**config.mk**
```make
export PLATFORM = sky130hd
export DESIGN_NAME = demand_estimator
export DESIGN_NICKNAME = d
export VERILOG_FILES = /design/src/rtl/demand_est_pkg.sv /design/src/rtl/demand_ctrl.sv /design/src/rtl/demand_datapath.sv /design/src/rtl/demand_cmp.sv /design/src/rtl/demand_estimator.sv
export SDC_FILE = /design/constraint.sdc
export NUM_CORES = 1
export LEC_CHECK = 0
export BUFFER_PORTS_ARGS = -buffer_cell sky130_fd_sc_hd__buf_4
export CORE_AREA = 10 10 100 75
export DETAILED_ROUTE_END_ITERATION = 6
export DIE_AREA = 0 0 110 85
export PLACE_DENSITY = 0.58
export SLEW_MARGIN = 20
export SYNTH_ARGS = -nofsm -noshare
export SYNTH_HDL_FRONTEND = slang
export SYNTH_SLANG_ARGS = --single-unit
```
**constraint.sdc**
```tcl
create_clock -name clk -period 11.1 [get_ports clk]
set_input_delay 1.11 -clock clk [delete_from_list [all_inputs] [get_ports clk]]
set_output_delay 1.11 -clock clk [all_outputs]
set_load 0.01 [all_outputs]
```
**src/rtl/demand_est_pkg.sv**
```systemverilog
package demand_est_pkg;
  // Strobes from the control module to the datapath
  typedef struct packed {
    logic incCnt;    // advance interval counter
    logic clearCnt;  // restart interval counter
    logic foldHist;  // merge count into history
  } demandStrobes_t;
endpackage

```
**src/rtl/demand_ctrl.sv**
```systemverilog
module demand_ctrl
  import demand_est_pkg::*;
(
  input  logic           replStrobe,
  input  logic           cntSat,
  output demandStrobes_t strobes
);
  always_comb begin
    strobes          = '0;
    strobes.foldHist = replStrobe;
    strobes.clearCnt = replStrobe;
    strobes.incCnt   = !replStrobe && !cntSat;
  end
endmodule

```
**src/rtl/demand_datapath.sv**
```systemverilog
module demand_datapath
  import demand_est_pkg::*;
#(
  parameter int CNT_W = 8
) (
  input  logic             clk,
  input  logic             rstN,
  input  demandStrobes_t   strobes,
  output logic [CNT_W-1:0] intervalCnt,
  output logic [CNT_W-1:0] history,
  output logic             cntSat
);
  localparam logic [CNT_W-1:0] CNT_MAX = {CNT_W{1'b1}};

  logic [CNT_W:0]   sumWide;
  logic [CNT_W-1:0] histNext;

  assign cntSat   = (intervalCnt == CNT_MAX);
  assign sumWide  = {1'b0, history} + {1'b0, intervalCnt};
  assign histNext = sumWide[CNT_W:1];

  always_ff @(posedge clk) begin
    if (!rstN) begin
      intervalCnt <= '0;
    end else if (strobes.clearCnt) begin
      intervalCnt <= '0;
    end else if (strobes.incCnt) begin
      intervalCnt <= intervalCnt + 1'b1;
    end
  end

  always_ff @(posedge clk) begin
    if (!rstN) begin
      history <= CNT_MAX;
    end else if (strobes.foldHist) begin
      history <= histNext;
    end
  end
endmodule

```
**src/rtl/demand_cmp.sv**
```systemverilog
module demand_cmp #(
  parameter int HIST_W   = 8,
  parameter int FACTOR_W = 4
) (
  input  logic [HIST_W-1:0]   localHist,
  input  logic [HIST_W-1:0]   peerHist,
  input  logic [FACTOR_W-1:0] factor,
  output logic                peerLower
);
  localparam int PROD_W = HIST_W + FACTOR_W;

  logic [PROD_W-1:0] scaledLocal;
  logic [PROD_W-1:0] peerWide;

  assign scaledLocal = PROD_W'(localHist) * PROD_W'(factor);
  assign peerWide    = PROD_W'(peerHist);
  assign peerLower   = (peerWide > scaledLocal);
endmodule

```
**src/rtl/demand_estimator.sv**
```systemverilog
module demand_estimator
  import demand_est_pkg::*;
#(
  parameter int CNT_W    = 8,
  parameter int FACTOR_W = 4
) (
  input  logic                clk,
  input  logic                rstN,
  input  logic                replStrobe,
  input  logic [CNT_W-1:0]    peerHistory,
  input  logic [FACTOR_W-1:0] factor,
  output logic [CNT_W-1:0]    localHistory,
  output logic                peerLower
);
  demandStrobes_t   strobes;
  logic             cntSat;
  logic [CNT_W-1:0] intervalCnt;

  demand_ctrl ctrl_i (
    .replStrobe(replStrobe),
    .cntSat    (cntSat),
    .strobes   (strobes)
  );

  demand_datapath #(.CNT_W(CNT_W)) dp_i (
    .clk        (clk),
    .rstN       (rstN),
    .strobes    (strobes),
    .intervalCnt(intervalCnt),
    .history    (localHistory),
    .cntSat     (cntSat)
  );

  demand_cmp #(.HIST_W(CNT_W), .FACTOR_W(FACTOR_W)) cmp_i (
    .localHist(localHistory),
    .peerHist (peerHistory),
    .factor   (factor),
    .peerLower(peerLower)
  );
endmodule

```
* Yosys cells after proc, flatten, opt, wreduce, memory -nomap -nowiden
Index checks and enable logic that the tools add are counted.
Operators by class: eq/ne operators 1, order comparisons 1, $add $sub $neg 2, reduce and logical (&&, ||, !) cells 4, bitwise gates (word level) 1, multiply operators 1
Operator list (count):
- > comparator 8 x 12 -> 1 bit | 1
- multiplier 8 x 4 -> 12 bit | 1
- adder 8 x 8 -> 9 bit | 1
- adder 8 x 1 -> 8 bit, second input constant | 1
- == test 8 bit, second input constant | 1
- zero test 1 bit | 2
- OR reduction 2 bit | 1
- logical AND 1 bit | 1
- inverter 1 bit | 1
Word-level totals: input bits 15, output and inout port bits 9, register bits 16, word-level logic and storage cells 12

* Depth between registers and ports, before layout
depth after elaboration 3, mapped depth 16, gate-level depth less buffers 16

* Cells and area by module
From an unflattened synthesis, not the netlist that was laid out.
Unflattened totals: cell total of the unflattened synthesis 266, area, all modules 2177.1 µm²
By module, submodules not included:
- demand_cmp | sequential area each 0.0 µm², cells each 150, times used 1, area each 1192.4 µm²
- demand_datapath | sequential area each 320.3 µm², cells each 113, times used 1, area each 965.9 µm²
- demand_ctrl | sequential area each 0.0 µm², cells each 3, times used 1, area each 18.8 µm²

* Worst setup path after synthesis
Ideal clock, no wire load.
path type input-to-output, start in factor[3], end out peerLower, buffers on the path 0, stages 15, data required time 9.990 ns, data arrival time 4.495 ns, setup slack 5.495 ns, cell sequence and2_1 -> fa_1 -> inv_1 -> fa_1 -> inv_1 -> ha_1 -> and3_4 -> a2111oi_4 -> xor2_1 -> ha_1 -> nand4_1 -> nor2_1 -> a21oi_1 -> o21ai_0 -> a2111oi_2
Between the ends: longest elaborated chain between the ends 2
RTL lines:
- start: declaration | line demand_estimator.sv:11 | input logic [FACTOR_W-1:0] factor,
- multiplier 8 x 4 -> 12 bit | line demand_cmp.sv:15 | assign scaledLocal = PROD_W'(localHist) * PROD_W'(factor);
- > comparator 8 x 12 -> 1 bit | line demand_cmp.sv:17 | assign peerLower = (peerWide > scaledLocal);
- end: declaration | line demand_estimator.sv:13 | output logic peerLower
Every way passes these cells.

* Final worst setup path
Ends and elaborated chain as after synthesis.

==> summary.md <==
### Outcome
* finished clean — status

### Global route
* 0 — total congestion overflow
* 0 — initial antenna violation count
* 7800 um — global-route wire length before repair
* 1616 — number of global-route vias before repair
* 14 — pin count of the biggest net entering global routing
* 0.0972 — GR Util All Layers

### CTS
* 0 — buffers inserted by post-CTS timing repair
* 0 — number of buffers inserted by hold repair at cts
* built — TritonCTS clock tree
* 16 — total number of clock tree sinks
* 250 ps — latest clock arrival within the worst-skew pair
* 0 — CTS-repair resized insts
* 2 — Clock Path Buffers
* 1 — level count of the clock H-tree
* 70 ps — clock slew at the register clock pins of the worst setup and hold paths
* sky130_fd_sc_hd__clkbuf_8 — root buf cell
* 3 — number of clock buffers inserted by TritonCTS

### Floorplanning
* 5610 sq um — core area
* 0.370 — effective utilization at floorplan
* 9350 sq um — Die Footprint
* 85 um — Die Span Y
* 110 um — width of the die
* 23 — standard-cell row count
* 24 — I/O pin count

### Finish
* 1640 sq um — multi-input gate area in the final layout
* 320 sq um — area taken by flip-flops and latches
* 15.1% — synthesis-to-layout area growth
* 0.121 — layout cell share with drive strength beyond 1
* 348 — final standard cell count with taps included and fillers excluded
* 0 — ant diodes
* 334 — final layout net count
* 2390 sq um — cell area after layout
* sky130_fd_sc_hd__ha_1 — leading cell type in the layout, fill and taps excluded
* 595 — fill count
* 32 x sky130_fd_sc_hd__ha_1, 28 x sky130_fd_sc_hd__inv_1, 26 x sky130_fd_sc_hd__and2_1 — top library cells by usage in the layout, fill and taps aside

### Worst setup path
* 4960 ps — Critical Path AT
* 530 ps — highest cell delay on the worst timing path
* 8 — top fanout value on the critical path
* 9990 ps — data required time of the critical path
* adder cells — cell family with the largest share of critical-path delay
* primary input — type of element launching the critical path
* sky130_fd_sc_hd__fa_1 — standard cell with the maximum stage delay on the critical path
* 4 — Buffers & Inverters on Critical Path
* 8900 ps — Reg2Reg Setup Slack
* buf_4 -> and2_1 -> fa_1 -> inv_1 -> fa_1 -> inv_1 -> ha_1 -> and2_1 -> a2111oi_4 -> xor2_1 -> ha_1 -> nand4_1 -> nor2_1 -> a21oi_1 -> o21ai_0 -> a2111oi_2 -> buf_4 — critical-path cell list
* output port — Crit. End Element
* in -> out — type of the worst setup path

### Placement
* 2330 sq um — post-place instance area
* 0.767 — routability cong.
* 344 — Placed Instances
* 3620 um — post-detailed-placement half-perimeter wirelength
* 23 — quantity of I/O buffers inserted on ports

### Yosys
* 8.37 sq um — mean instance size in the synthesized netlist
* 0 — Yosys warnings
* 308 — Post-Synthesis Net Count
* 42 — Distinct cells, synth
* 16 — post-synthesis register bit count
* 0.193 — top cell type's share of synthesized area
* 0.154 — sequential-to-total area share from yosys stat
* 0.318 — adder-cell share of the synthesized area
* 0.0591 — post-synthesis xor/xnor area fraction
* 248 — number of instances in the synthesized netlist
* 2080 sq um — combined area of all synthesized cells
* 0.241 — Synth Area in Simple Gates
* 0 — number of synthesized flops with an enable pin
* 0.0199 — portion of netlist area occupied by mux cells
* sky130_fd_sc_hd__ha_1 — leading area contributor after synthesis
* adder cells — largest family of logic cells by synthesized area
* 0 — async set or reset register ratio after synthesis
* 0.151 — compound-gate portion of the synthesized area
* sky130_fd_sc_hd__ha_1 19%, sky130_fd_sc_hd__dfxtp_1 15%, sky130_fd_sc_hd__fa_1 13% — top post-synthesis cells by area
* sky130_fd_sc_hd__dfxtp_1 — prevailing post-synth register cell

### Routing
* 66 — DRT iter0 DRCs
* 1708 — via count of the routed design
* 0 — post-route ant nets
* 0 — number of remaining DRC errors
* 4 — length of the first detailed-routing pass in iterations
* 4.91 — number of vias per cell
* 12.7 um — routed len/inst
* 4410 um — overall routed net length

### Run
* 0 — Max-Cap Viols

### Power
* 142 nW/um^2 — pwr dens
* 1.13 nW — static power due to leakage
* 0.0000488 V — maximum vdd ir drop

### Timing
* 0 — hold violation total from the final report
* 0 ps — setup total negative slack
* 0.165 GHz — Max Clk Rate
* 0 — final count of negative-setup-slack endpoints
* 3.88 ps — clock skew after layout
* 0.741 — worst rel slew slack
* 0 — max-slew violation count
* 0.547 — crit share post-route
* 386 ps — slew at the pin closest to its max-slew limit
* no — setup repair after global routing missed its margin
* 6070 ps — time the final worst path needs with I/O delays and setup

### Worst hold path
* reg -> reg — class of the worst hold path

==> tightest hold or removal path, stage by stage, from the launching register on <==
cell,delay (ps)
sky130_fd_sc_hd__dfxtp_1,380
sky130_fd_sc_hd__xor2_1,80
sky130_fd_sc_hd__nor2_1,70
==> routing by layer <==
metal,wire [um],vias up,global-route usage
met1,2500,773,0.152
met2,1620,36,0.131
li1,-,897,-
met5,0,-,0
met3,264,2,0.0204
met4,26,0,0.0142
==> state kept, by name, summed over array words and instances (netlist names) <==
register          count
dp_i.history          8
dp_i.intervalCnt      8
==> worst paths after layout <==
path / start / endpoint / depth (start not counted)
max: factor[3] / peerLower / 17
min: dp_i.intervalCnt[6] / dp_i.intervalCnt[6] / 2
max reg2reg: dp_i.history[1] / dp_i.history[5] / 8
min reg2reg: dp_i.intervalCnt[6] / dp_i.intervalCnt[6] / 2
==> per-stage QoR <==
step,hold slack (ps),worst slack [ps],utilization,power (W)
floorplan,505,5490,-,0.000240
global placement,556,5160,0.416,0.000286
detailed placement,553,5060,0.416,0.000287
CTS,573,5040,0.426,0.000343
global route,610,4820,0.426,0.000379
finish,568,5030,0.426,0.000340
==> logic make-up after synthesis <==
kind of cell               Yosys count
AOI/OAI and AO/OA                   43
adders and majority gates           45
and+or+nand+nor                     95
buffers and inverters               31
muxes                                4
xor gates and xnor gates            14
DFF                                 16
==> layout make-up <==
cell class | instances | area share
Tap cell | 75 | 0.0393
Multi-Input combinational cell | 201 | 0.686
Clock buffer | 4 | 0.0230
Sequential cell | 16 | 0.134
Inverter | 29 | 0.0455
Timing Repair Buffer | 23 | 0.0723
==> report_power, final <==
part	total (W)	switching [W]	internal, W
Sequential	0.0000661	0.00000571	0.0000604
Clock	0.0000529	0.0000214	0.0000315
Combinational	0.000221	0.000118	0.000103
==> synthesized netlist by cell type, types with 6 or more instances <==
cell type                  n
sky130_fd_sc_hd__fa_1     13
sky130_fd_sc_hd__nand4_1   6
sky130_fd_sc_hd__o21ai_0   9
sky130_fd_sc_hd__inv_1    28
sky130_fd_sc_hd__xor2_1    9
sky130_fd_sc_hd__dfxtp_1  16
sky130_fd_sc_hd__a21oi_1   9
sky130_fd_sc_hd__nor2_1   20
sky130_fd_sc_hd__o21a_1    6
sky130_fd_sc_hd__and2_1   26
sky130_fd_sc_hd__ha_1     32
sky130_fd_sc_hd__nand2_1  19
Power figures use the tool's default switching activity.
